**config.mk**
```make
export PLATFORM = sky130hd
export DESIGN_NAME = wclk_unit
export DESIGN_NICKNAME = d
export VERILOG_FILES = /design/src/rtl/wclk_pkg.sv /design/src/rtl/wclk_pulse_sync.sv /design/src/rtl/wclk_fine_counter.sv /design/src/rtl/wclk_pulse_counter.sv /design/src/rtl/wclk_unit.sv
export SDC_FILE = /design/constraint.sdc
export NUM_CORES = 1
export LEC_CHECK = 0
export BUFFER_PORTS_ARGS = -buffer_cell sky130_fd_sc_hd__buf_2
export CAP_MARGIN = 20
export CORE_UTILIZATION = 50
export CTS_CLUSTER_DIAMETER = 80
export DETAILED_ROUTE_END_ITERATION = 8
export PLACE_DENSITY = 0.71
export SLEW_MARGIN = 20
export SYNTH_ARGS = -nofsm -noshare
export SYNTH_HDL_FRONTEND = slang
export SYNTH_SLANG_ARGS = --single-unit
```
**constraint.sdc**
```tcl
create_clock -name clk -period 2.8 [get_ports clk]
set_clock_uncertainty 0.15 [all_clocks]
set_input_delay 0.56 -clock clk [delete_from_list [all_inputs] [get_ports clk]]
set_output_delay 0.56 -clock clk [all_outputs]
set_load 0.01 [all_outputs]
```
**src/rtl/wclk_pkg.sv**
```systemverilog
package wclk_pkg;

    typedef enum logic [1:0] {
        WC_OFF    = 2'd0,
        WC_ARMED  = 2'd1,
        WC_LOCKED = 2'd2
    } wc_state_e;

    localparam int unsigned BUS_AW = 8;

    localparam logic [BUS_AW-1:0] OFS_BASE_SEC  = 8'h14;
    localparam logic [BUS_AW-1:0] OFS_BASE_NSEC = 8'h18;
    localparam logic [BUS_AW-1:0] OFS_CTRL      = 8'h20;
    localparam logic [BUS_AW-1:0] OFS_PULSES    = 8'h24;
    localparam logic [BUS_AW-1:0] OFS_SNAP      = 8'h28;
    localparam logic [BUS_AW-1:0] OFS_FINE      = 8'h2C;

    localparam int unsigned CTRL_RUN_BIT = 0;
    localparam int unsigned CTRL_ACK_BIT = 1;

endpackage

```
**src/rtl/wclk_pulse_sync.sv**
```systemverilog
module wclk_pulse_sync #(
    parameter int unsigned STAGES = 2
) (
    input  logic clk,
    input  logic rst_n,
    input  logic async_in,
    output logic rise_o
);
    localparam int unsigned CHAIN_W = STAGES + 1;

    logic [CHAIN_W-1:0] chain_q;

    always_ff @(posedge clk) begin
        if (!rst_n) chain_q <= '0;
        else        chain_q <= {chain_q[CHAIN_W-2:0], async_in};
    end

    assign rise_o = chain_q[STAGES-1] & ~chain_q[STAGES];

    // a single edge yields a single-cycle event
    a_r1_single_event: assert property (@(posedge clk) disable iff (!rst_n)
        rise_o |=> !rise_o);
endmodule

```
**src/rtl/wclk_fine_counter.sv**
```systemverilog
module wclk_fine_counter #(
    parameter int unsigned W = 32
) (
    input  logic         clk,
    input  logic         rst_n,
    input  logic         en,
    input  logic         restart,
    input  logic         ld,
    input  logic [W-1:0] ld_val,
    output logic [W-1:0] cnt_o
);
    localparam logic [W-1:0] TOP = '1;

    always_ff @(posedge clk) begin
        if (!rst_n || !en)    cnt_o <= '0;
        else if (ld)          cnt_o <= ld_val;
        else if (restart)     cnt_o <= '0;
        else if (cnt_o != TOP) cnt_o <= cnt_o + 1'b1;
    end

    a_r2_restart_zero: assert property (@(posedge clk) disable iff (!rst_n)
        (en && restart && !ld) |=> (cnt_o == '0));

    a_r3_saturate: assert property (@(posedge clk) disable iff (!rst_n)
        (en && !restart && !ld && cnt_o == TOP) |=> (cnt_o == TOP));
endmodule

```
**src/rtl/wclk_pulse_counter.sv**
```systemverilog
module wclk_pulse_counter #(
    parameter int unsigned W = 32
) (
    input  logic         clk,
    input  logic         rst_n,
    input  logic         en,
    input  logic         step,
    input  logic         ld,
    input  logic [W-1:0] ld_val,
    output logic [W-1:0] cnt_o
);
    always_ff @(posedge clk) begin
        if (!rst_n || !en) cnt_o <= '0;
        else if (ld)       cnt_o <= ld_val;
        else if (step)     cnt_o <= cnt_o + 1'b1;
    end

    a_r4_step_once: assert property (@(posedge clk) disable iff (!rst_n)
        (en && step && !ld) |=> (cnt_o == W'($past(cnt_o) + 1'b1)));
endmodule

```
**src/rtl/wclk_unit.sv**
```systemverilog
module wclk_unit
    import wclk_pkg::*;
#(
    parameter int unsigned DATA_W      = 32,
    parameter int unsigned SYNC_STAGES = 2
) (
    input  logic              clk,
    input  logic              rst_n,
    input  logic              sync_pulse_in,
    input  logic [DATA_W-1:0] ref_sec_i,
    input  logic [DATA_W-1:0] ref_nsec_i,
    input  logic [BUS_AW-1:0] bus_addr_i,
    input  logic              bus_wr_i,
    input  logic              bus_rd_i,
    input  logic [DATA_W-1:0] bus_wdata_i,
    output logic [DATA_W-1:0] bus_rdata_o,
    output logic              irq_o
);
    wc_state_e state_q, state_nx;

    logic              pulse_rise;
    logic              run_q;
    logic              cnt_en;
    logic              pulse_ok;
    logic [DATA_W-1:0] fine_cnt, pulse_cnt;
    logic [DATA_W-1:0] base_sec_q, base_nsec_q, snap_q;

    logic wr_ctrl, wr_bsec, wr_bnsec, wr_pulses, wr_snap, wr_fine;
    logic rd_pulses;

    assign wr_ctrl   = bus_wr_i && (bus_addr_i == OFS_CTRL);
    assign wr_bsec   = bus_wr_i && (bus_addr_i == OFS_BASE_SEC);
    assign wr_bnsec  = bus_wr_i && (bus_addr_i == OFS_BASE_NSEC);
    assign wr_pulses = bus_wr_i && (bus_addr_i == OFS_PULSES);
    assign wr_snap   = bus_wr_i && (bus_addr_i == OFS_SNAP);
    assign wr_fine   = bus_wr_i && (bus_addr_i == OFS_FINE);
    assign rd_pulses = bus_rd_i && (bus_addr_i == OFS_PULSES);

    assign cnt_en   = (state_q != WC_OFF);
    assign pulse_ok = pulse_rise && cnt_en;

    wclk_pulse_sync #(.STAGES(SYNC_STAGES)) u_sync (
        .clk      (clk),
        .rst_n    (rst_n),
        .async_in (sync_pulse_in),
        .rise_o   (pulse_rise)
    );

    wclk_fine_counter #(.W(DATA_W)) u_fine (
        .clk     (clk),
        .rst_n   (rst_n),
        .en      (cnt_en),
        .restart (pulse_rise),
        .ld      (wr_fine),
        .ld_val  (bus_wdata_i),
        .cnt_o   (fine_cnt)
    );

    wclk_pulse_counter #(.W(DATA_W)) u_pulses (
        .clk    (clk),
        .rst_n  (rst_n),
        .en     (cnt_en),
        .step   (pulse_rise),
        .ld     (wr_pulses),
        .ld_val (bus_wdata_i),
        .cnt_o  (pulse_cnt)
    );

    // state register
    always_ff @(posedge clk) begin
        if (!rst_n) state_q <= WC_OFF;
        else        state_q <= state_nx;
    end

    // next-state logic
    always_comb begin
        state_nx = state_q;
        unique case (state_q)
            WC_OFF:    if (run_q) state_nx = WC_ARMED;
            WC_ARMED:  if (!run_q) state_nx = WC_OFF;
                       else if (pulse_rise) state_nx = WC_LOCKED;
            WC_LOCKED: if (!run_q) state_nx = WC_OFF;
            default:   state_nx = WC_OFF;
        endcase
    end

    // registered outputs and register file
    always_ff @(posedge clk) begin
        if (!rst_n) begin
            run_q       <= 1'b0;
            irq_o       <= 1'b0;
            base_sec_q  <= '0;
            base_nsec_q <= '0;
            snap_q      <= '0;
            bus_rdata_o <= '0;
        end else begin
            if (wr_ctrl) run_q <= bus_wdata_i[CTRL_RUN_BIT];

            if (pulse_ok)                               irq_o <= 1'b1;
            else if (wr_ctrl && bus_wdata_i[CTRL_ACK_BIT]) irq_o <= 1'b0;

            if (state_q == WC_ARMED && pulse_rise) begin
                base_sec_q  <= ref_sec_i;
                base_nsec_q <= ref_nsec_i;
            end else begin
                if (wr_bsec)  base_sec_q  <= bus_wdata_i;
                if (wr_bnsec) base_nsec_q <= bus_wdata_i;
            end

            if (rd_pulses)    snap_q <= fine_cnt;
            else if (wr_snap) snap_q <= bus_wdata_i;

            if (bus_rd_i) begin
                unique case (bus_addr_i)
                    OFS_BASE_SEC:  bus_rdata_o <= base_sec_q;
                    OFS_BASE_NSEC: bus_rdata_o <= base_nsec_q;
                    OFS_CTRL:      bus_rdata_o <= DATA_W'(run_q);
                    OFS_PULSES:    bus_rdata_o <= pulse_cnt;
                    OFS_SNAP:      bus_rdata_o <= snap_q;
                    OFS_FINE:      bus_rdata_o <= fine_cnt;
                    default:       bus_rdata_o <= '0;
                endcase
            end
        end
    end

    // snapshot pairs with the pulse-count read of the same cycle
    a_r5_snap_pair: assert property (@(posedge clk) disable iff (!rst_n)
        rd_pulses |=> (snap_q == $past(fine_cnt)));

    // base time frozen once locked
    a_r6_base_frozen: assert property (@(posedge clk) disable iff (!rst_n)
        (state_q == WC_LOCKED && !wr_bsec && !wr_bnsec)
        |=> ($stable(base_sec_q) && $stable(base_nsec_q)));

    // counters read zero while off
    a_r7_off_zero: assert property (@(posedge clk) disable iff (!rst_n)
        (state_q == WC_OFF) |=> (fine_cnt == '0 && pulse_cnt == '0));

    // interrupt set by a qualified pulse
    a_r8_irq_set: assert property (@(posedge clk) disable iff (!rst_n)
        pulse_ok |=> irq_o);

    // interrupt held until acknowledged
    a_r8_irq_hold: assert property (@(posedge clk) disable iff (!rst_n)
        (irq_o && !(wr_ctrl && bus_wdata_i[CTRL_ACK_BIT])) |=> irq_o);
endmodule

```
==> reports/summary.txt, run 1 <==
Met1 Track Usage GR - 40.3%
CTS resizes - 0
GR Overflow Total - 0
Syn_nets - 1208
Initial antenna violation count - 0
Core Rows - 50
Endpoints failing hold - 0
Share of cells above drive strength 1 - 22.0%
Post-Syn Area per Cell - 8.93 um2
Setup_tns - 0 ns
Seq. cell area - 3980 um2
CTS Hold Buffers Added - 0
Synth top area share - 40.7%
Fin crit period - 2.66 ns
Starting Density - 51.7%
Largest net degree at the start of global routing - 65
Sequential Power Share - 51.1%
Yosys Warn Count - 0
First-pass GRT wire length - 46000 um
# setup viols final - 0
Slew Limit Fails - 0
Post-Route WL - 28500 um
Core Box Area - 19000 um2
DRT antenna net count - 0
Mapped Area - 9790 um2
Drt initial violations - 976
Top Ports - 142
CTS root buffer - clkbuf_16
H-tree Lvls - 4
Cell taking the most area after synthesis - dfxtp_1
Clock power frac - 44.5%
Tot Pwr - 5550 uW
Die Span X - 142 um
Sw Pwr - 1210 uW
Tot GR Track Use - 29.0%
Worst-Skew Late Latency - 0.44 ns
Drt via density - 6.20
Type of origin of the critical path - flip-flop
Period utilisation layout - 95.1%
Post-synthesis register bit count - 199
Met3 Usage GRT - 5.22%
Total CTS buffers - 17
Max Cap Viol - 0
Met2 usage - 45.9%
Layout Nets - 1335
Pwr per Cell Area - 480 nW/um2
Worst-path clk slew - 0.07 ns
CP arrival - 2.86 ns
Die H - 142 um
Buffers added on ports - 141
Gate power share - 4.4%
RSZ-0062 raised after global routing - false
Remaining routing DRC violations - 0
Status - finished clean
Total vias in the final route - 9268
Distinct cells, synth - 62
Fmax - 376 MHz
Setup bufs post-CTS - 0
Area of the multi-input gates - 5430 um2
Wire per inst - 19.1 um
Crit Path Class - reg -> reg
CTS tree - done
Number of synthesized flops with an enable pin - 0
Vias in the first global route - 8700
Internal power - 4340 uW
Crit-path max FO - 6
Maximum vdd drop - 0.000435 V
Full die area - 20200 um2
GR peak layer - met2
Setup crit end kind - flip-flop
Sw frac - 21.8%
Antenna diode count - 0
HP Class - in -> reg
R2R setup slack - 0.14 ns
Required time worst endpoint - 2.99 ns
Clk sinks - 199
Leak pwr - 0.00465 uW
Async set-reset flop share out of synthesis - 0%
Hpwl dp - 19700 um
Fillers - 1656
Max clock buf depth - 2
Placer congestion estimate - 0.957
Slew @ Worst Pin - 0.675 ns
Area grow syn2layout - 18.1%
Top cells by area, synth - dfxtp_1 (41%), mux2i_1 (6.6%), a21oi_1 (6.5%)
Top_reg_cell synth - dfxtp_1
Pre-antenna DRT Iters - 7
Seq/Total Area, Yosys - 40.7%
Cells after Synth - 1097
Slew HR - 54.8%
[per-stage QoR]
stage / util (%) / hold WS (ns) / setup slack (ns) / instances / area, um2
CTS: 61.0 / 0.167 / 0.158 / 1495 / 11600
global route: 61.0 / 0.196 / 0.00918 / 1495 / 11600
detailed placement: 58.0 / 0.285 / 0.0820 / 1465 / 11000
global placement: 58.0 / 0.279 / 0.135 / 1465 / 11000
finish: 61.0 / 0.175 / 0.138 / 1495 / 11600
floorplan: - / 0.262 / 0.263 / 1097 / 9790
[kinds of logic (layout without fill, tap and decap cells)]
| kind of cell | after synthesis | after routing | share of synthesized area (%) |
|---|---|---|---|
| DFF | 199 | 199 | 40.7 |
| xor gates and xnor gates | 55 | 55 | 4.92 |
| AOI/OAI and AO/OA | 403 | 403 | 28.3 |
| buffers and inverters | 99 | 237 | 4.45 |
| and+or+nand+nor | 273 | 273 | 14.5 |
| muxes | 66 | 66 | 6.87 |
| adders and majority gates | 2 | 2 | 0.255 |
[synthesized netlist by cell type (4+ instances only)]
| cell type | count |
|---|---|
| a211oi_1 | 14 |
| a211oi_2 | 27 |
| a21o_1 | 35 |
| a21oi_1 | 128 |
| a222oi_1 | 31 |
| a22oi_1 | 55 |
| a311oi_1 | 5 |
| and2_1 | 4 |
| and3_1 | 8 |
| and4_1 | 4 |
| buf_2 | 15 |
| buf_4 | 6 |
| clkbuf_1 | 61 |
| dfxtp_1 | 199 |
| inv_1 | 10 |
| mux2i_1 | 65 |
| nand2_1 | 61 |
| nand2b_1 | 6 |
| nand3_1 | 24 |
| nand4_1 | 27 |
| nand4b_1 | 4 |
| nor2_1 | 72 |
| nor2b_1 | 4 |
| nor3_1 | 22 |
| nor4_1 | 13 |
| o21ai_0 | 66 |
| o22ai_1 | 18 |
| or3_1 | 5 |
| xnor2_1 | 23 |
| xor2_1 | 32 |
[cells in the final DEF (no fill, tap or decap), types with 6 or more instances in the layout]
cell type	count
nand4_1	27
nor4_1	13
xor2_1	32
o22ai_1	18
buf_4	48
and3_1	8
clkbuf_16	17
a21oi_1	128
inv_1	10
dfxtp_1	199
nand2b_1	6
buf_2	141
xnor2_1	23
nor2_1	70
a211oi_2	27
mux2i_1	65
buf_12	7
a22oi_1	55
nand3_1	24
a222oi_1	31
nor3_1	21
o21ai_0	66
a211oi_1	14
a21o_1	35
nand2_1	59
[power by group through the flow]
stage / clock [uW] / combinational [uW] / sequential, uW
after CTS: 2490 / 242 / 2840
after detailed placement: 0 / 241 / 2900
after global routing: 2610 / 265 / 2840
final: 2470 / 243 / 2840
after global placement: 0 / 240 / 2900
after floorplan: 0 / 88.8 / 2900
[metal layers]
layer / routed length (um) / up-vias
li1: - / 4396
met1: 13200 / 4429
met2: 12800 / 391
met3: 2000 / 52
met4: 539 / 0
met5: 0 / -
[area by class of cell]
cell class	instances	share of cell area [%]
flip-flops and latches	199	34.4
clock inverters	8	1.08
inverters	11	0.357
repair buffers	196	10.4
well taps	260	2.81
clock buffers	22	3.93
multi-input cells	799	46.9
[state kept, by name, summed over array words and instances (netlist names)]
register and flops:
u_sync.chain_q 3, base_sec_q 32, state_q 2, u_pulses.cnt_o 32, irq_o 1, run_q 1, base_nsec_q 32, snap_q 32
bus_rdata_o 32, u_fine.cnt_o 32
[final timing paths]
check | startpoint | end | cells past startpoint
max reg2reg | u_fine.cnt_o[1]$_SDFFE_PP0P_ | u_fine.cnt_o[17]$_SDFFE_PP0P_ | 6
min | sync_pulse_in | u_sync.chain_q[0]$_SDFF_PN0_ | 2
max | u_fine.cnt_o[1]$_SDFFE_PP0P_ | u_fine.cnt_o[17]$_SDFFE_PP0P_ | 6
min reg2reg | bus_rdata_o[8]$_SDFFE_PN0P_ | bus_rdata_o[8]$_SDFFE_PN0P_ | 1
[critical path, cell delays in order (launching register included)]
cell and delay, ns:
dfxtp_1 0.44, ha_1 0.29, nand4_2 0.19, or4_1 0.64, buf_4 0.20, or3_1 0.39, a311oi_1 0.27
(Power assumes the default switching activity.)
==> run 2: changes to the inputs <==
ABC_CLOCK_PERIOD_IN_PS = 2800   (was unset)
PLACE_DENSITY = 0.7   (was 0.71)
SYNTH_HIERARCHICAL = 1   (was unset)
==> run 2 against run 1 <==
  * Cell area rose by 11%
  * Clock-buffer cell count fell by 5
  * Synthesized area rose by 14%
  * Global-route usage rose by 2.0 points
  * Synthesized cell count rose by 20%
  * Largest power group unchanged
  * Die area rose by 14%
  * Critical path type unchanged
  * Maximum frequency rose by 2.5%
  * Non-clock buffer count rose by 8
==> reports/summary.txt, run 2 <==
Layout Nets - 1528
Top_reg_cell synth - dfxtp_1
Distinct cells, synth - 75
H-tree Lvls - 4
Slew @ Worst Pin - 0.720 ns
Synth Area in Adders - 0.224%
Top Ports - 142
Pwr per Cell Area - 448 nW/um2
Xor and xnor area share after synthesis - 1.25%
Worst-Skew Late Latency - 0.45 ns
GR Overflow Total - 0
Buffers added on ports - 141
Fin crit period - 2.60 ns
Pre-antenna DRT Iters - 6
Total CTS buffers - 17
Endpoints failing hold - 0
Die H - 152 um
Drt via density - 6.38
Max clock buf depth - 2
Sequential Power Share - 49.4%
Die Span X - 152 um
Syn_nets - 1426
Leading cell types in the layout, fill and taps excluded - dfxtp_1 (199), buf_2 (141), nand2_1 (119)
Clock power frac - 43.9%
RSZ-0062 raised after global routing - false
Wire per inst - 20.8 um
Hold path depth - 2
Setup bufs post-CTS - 0
Type of origin of the critical path - flip-flop
Post-Synth Simple-Gate Area - 22.7%
Required time worst endpoint - 3.02 ns
Fmax - 385 MHz
CTS root buffer - clkbuf_16
Crit Path Class - reg -> reg
CTS Hold Buffers Added - 0
Core Rows - 54
Count leader, synth - dfxtp_1
Design area - 12800 um2
Placer congestion estimate - 0.922
# setup viols final - 0
Area post-placement - 12200 um2
Met2 wire length - 17100 um
CTS tree - done
Multiplexer share of the synthesized area - 6.37%
Setup crit end kind - flip-flop
Core Box Area - 21900 um2
DRT met1 WL - 14500 um
Gate power share - 6.8%
Period utilisation layout - 92.7%
Initial antenna violation count - 1
Async set-reset flop share out of synthesis - 0%
Remaining routing DRC violations - 0
Largest family of logic cells by synthesized area - compound AO/OA/AOI/OAI gates
Crit-path max FO - 20
Cell taking the most area after synthesis - dfxtp_1
Vias in the first global route - 9908
Worst reg2reg path depth - 5
Area grow syn2layout - 14.7%
Largest net degree at the start of global routing - 97
Synth top cells by count - dfxtp_1 (199), nand2_1 (119), o21ai_0 (106)
Worst r2r dst - u_pulses/cnt_o[28]$_SDFFE_PP0P_
Seq/Total Area, Yosys - 35.6%
Status - finished clean
Post-Syn Area per Cell - 8.50 um2
Total vias in the final route - 10916
Max Used Layer - met4
Hpwl dp - 24900 um
Slew HR - 51.9%
Tot GR Track Use - 31.0%
DRT antenna net count - 0
Met3 wire length - 2470 um
Internal power - 4170 uW
Critical path launch point - u_sync/chain_q[1]$_SDFF_PN0_
HP Class - in -> reg
Place WS - -0.0662 ns
Sw frac - 27.4%
Clk sinks - 199
Commonest non-fill, non-tap cell in the layout - dfxtp_1
R2R setup slack - 0.20 ns
CP arrival - 2.81 ns
Sw Pwr - 1570 uW
Yosys Warn Count - 6
R2r startpoint - u_sync/chain_q[1]$_SDFF_PN0_
Top cells by area, synth - dfxtp_1 (36%), o21ai_0 (4.7%), a21oi_1 (4.5%)
Cells after Synth - 1315
Hold_sp - sync_pulse_in
Share of cells above drive strength 1 - 24.8%
Post-Route WL - 35600 um
First-pass GRT wire length - 54800 um
Synth Area in Compound Gates - 28.0%
Worst-path clk slew - 0.08 ns
CTS resizes - 0
Number of synthesized flops with an enable pin - 0
Hold Path End - u_sync/chain_q[0]$_SDFF_PN0_
Drt initial violations - 1104
Leak pwr - 0.00500 uW
Post-synthesis register bit count - 199
Slew Limit Fails - 0
Starting Density - 51.1%
Full die area - 23000 um2
Setup WS post-layout - 0.204 ns
Max Cap Viol - 0
Maximum vdd drop - 0.000303 V
Synth top area share - 35.6%
Mapped Area - 11200 um2
==> run 2: changes by cell type after synthesis, moves of 29 or more <==
cell      delta
nand2_1     +58
o21ai_0     +40
mux2i_1     -31
a311oi_2    +29
a222oi_1    -31
mux2_2      +31
nor2b_1     +29
o221ai_1    +30
a21o_1      -32
==> run 2: worst max path at each step <==
stage | endpoint | slack (ns) | cells past startpoint
2_1_floorplan | u_pulses/cnt_o[26]$_SDFFE_PP0P_ | 0.05 | 10
3_3_place_gp | u_fine/cnt_o[10]$_SDFFE_PP0P_ | -0.17 | 9
3_5_place_dp | u_fine/cnt_o[13]$_SDFFE_PP0P_ | -0.07 | 10
4_1_cts | u_pulses/cnt_o[28]$_SDFFE_PP0P_ | 0.28 | 5
5_1_grt | u_pulses/cnt_o[20]$_SDFFE_PP0P_ | 0.07 | 5
6_report | u_pulses/cnt_o[28]$_SDFFE_PP0P_ | 0.20 | 5
==> run 2: worst max-delay path: stages (launching register included) <==
cell and delay, ns:
dfxtp_1 0.33, nor2b_4 0.51, and2_1 0.29, nand4_1 0.41, or4_1 0.62, a31oi_1 0.18
==> run 2: cell families after synthesis <==
group           Yosys count
buf+inv                 133
fa+ha+maj                 2
simple gates            455
xor+xnor                 16
mux                      66
compound gates          444
flops                   199
==> run 2: cell type report <==
type	instances	area, um2
clock inverter	15	178
multi-input combinational	983	6560
clock buffer	17	425
antenna	1	2.50
fill	1945	9070
sequential	199	3980
tap	280	350
timing repair buffer	204	1270
inverter	12	45.0
==> run 2: power groups by stage <==
stage | clock [uW] | sequential (uW) | combinational, uW
6_report | 2520 | 2840 | 388
5_1_grt | 2640 | 2840 | 413
4_1_cts | 2550 | 2840 | 386
3_5_place_dp | 0 | 2900 | 385
3_3_place_gp | 0 | 2900 | 381
2_1_floorplan | 0 | 2900 | 183
==> run 2: metal layers <==
layer  track usage (%)  vias up
met3              4.52       92
met1              39.7     5157
met4              14.9        0
met2              51.2      502
li1                  -     5165
met5                 0        -
==> run 2: per-stage QoR <==
step	cells	TNS (ns)	hold slack [ns]	util (%)	total power [uW]
final	1711	0	0.166	58.6	5750
after floorplan	1315	0	0.262	-	3090
after detailed placement	1678	-0.370	0.278	55.8	3290
after global placement	1677	-1.02	0.269	55.7	3280
after CTS	1710	0	0.159	58.6	5770
after global routing	1711	0	0.157	58.6	5900
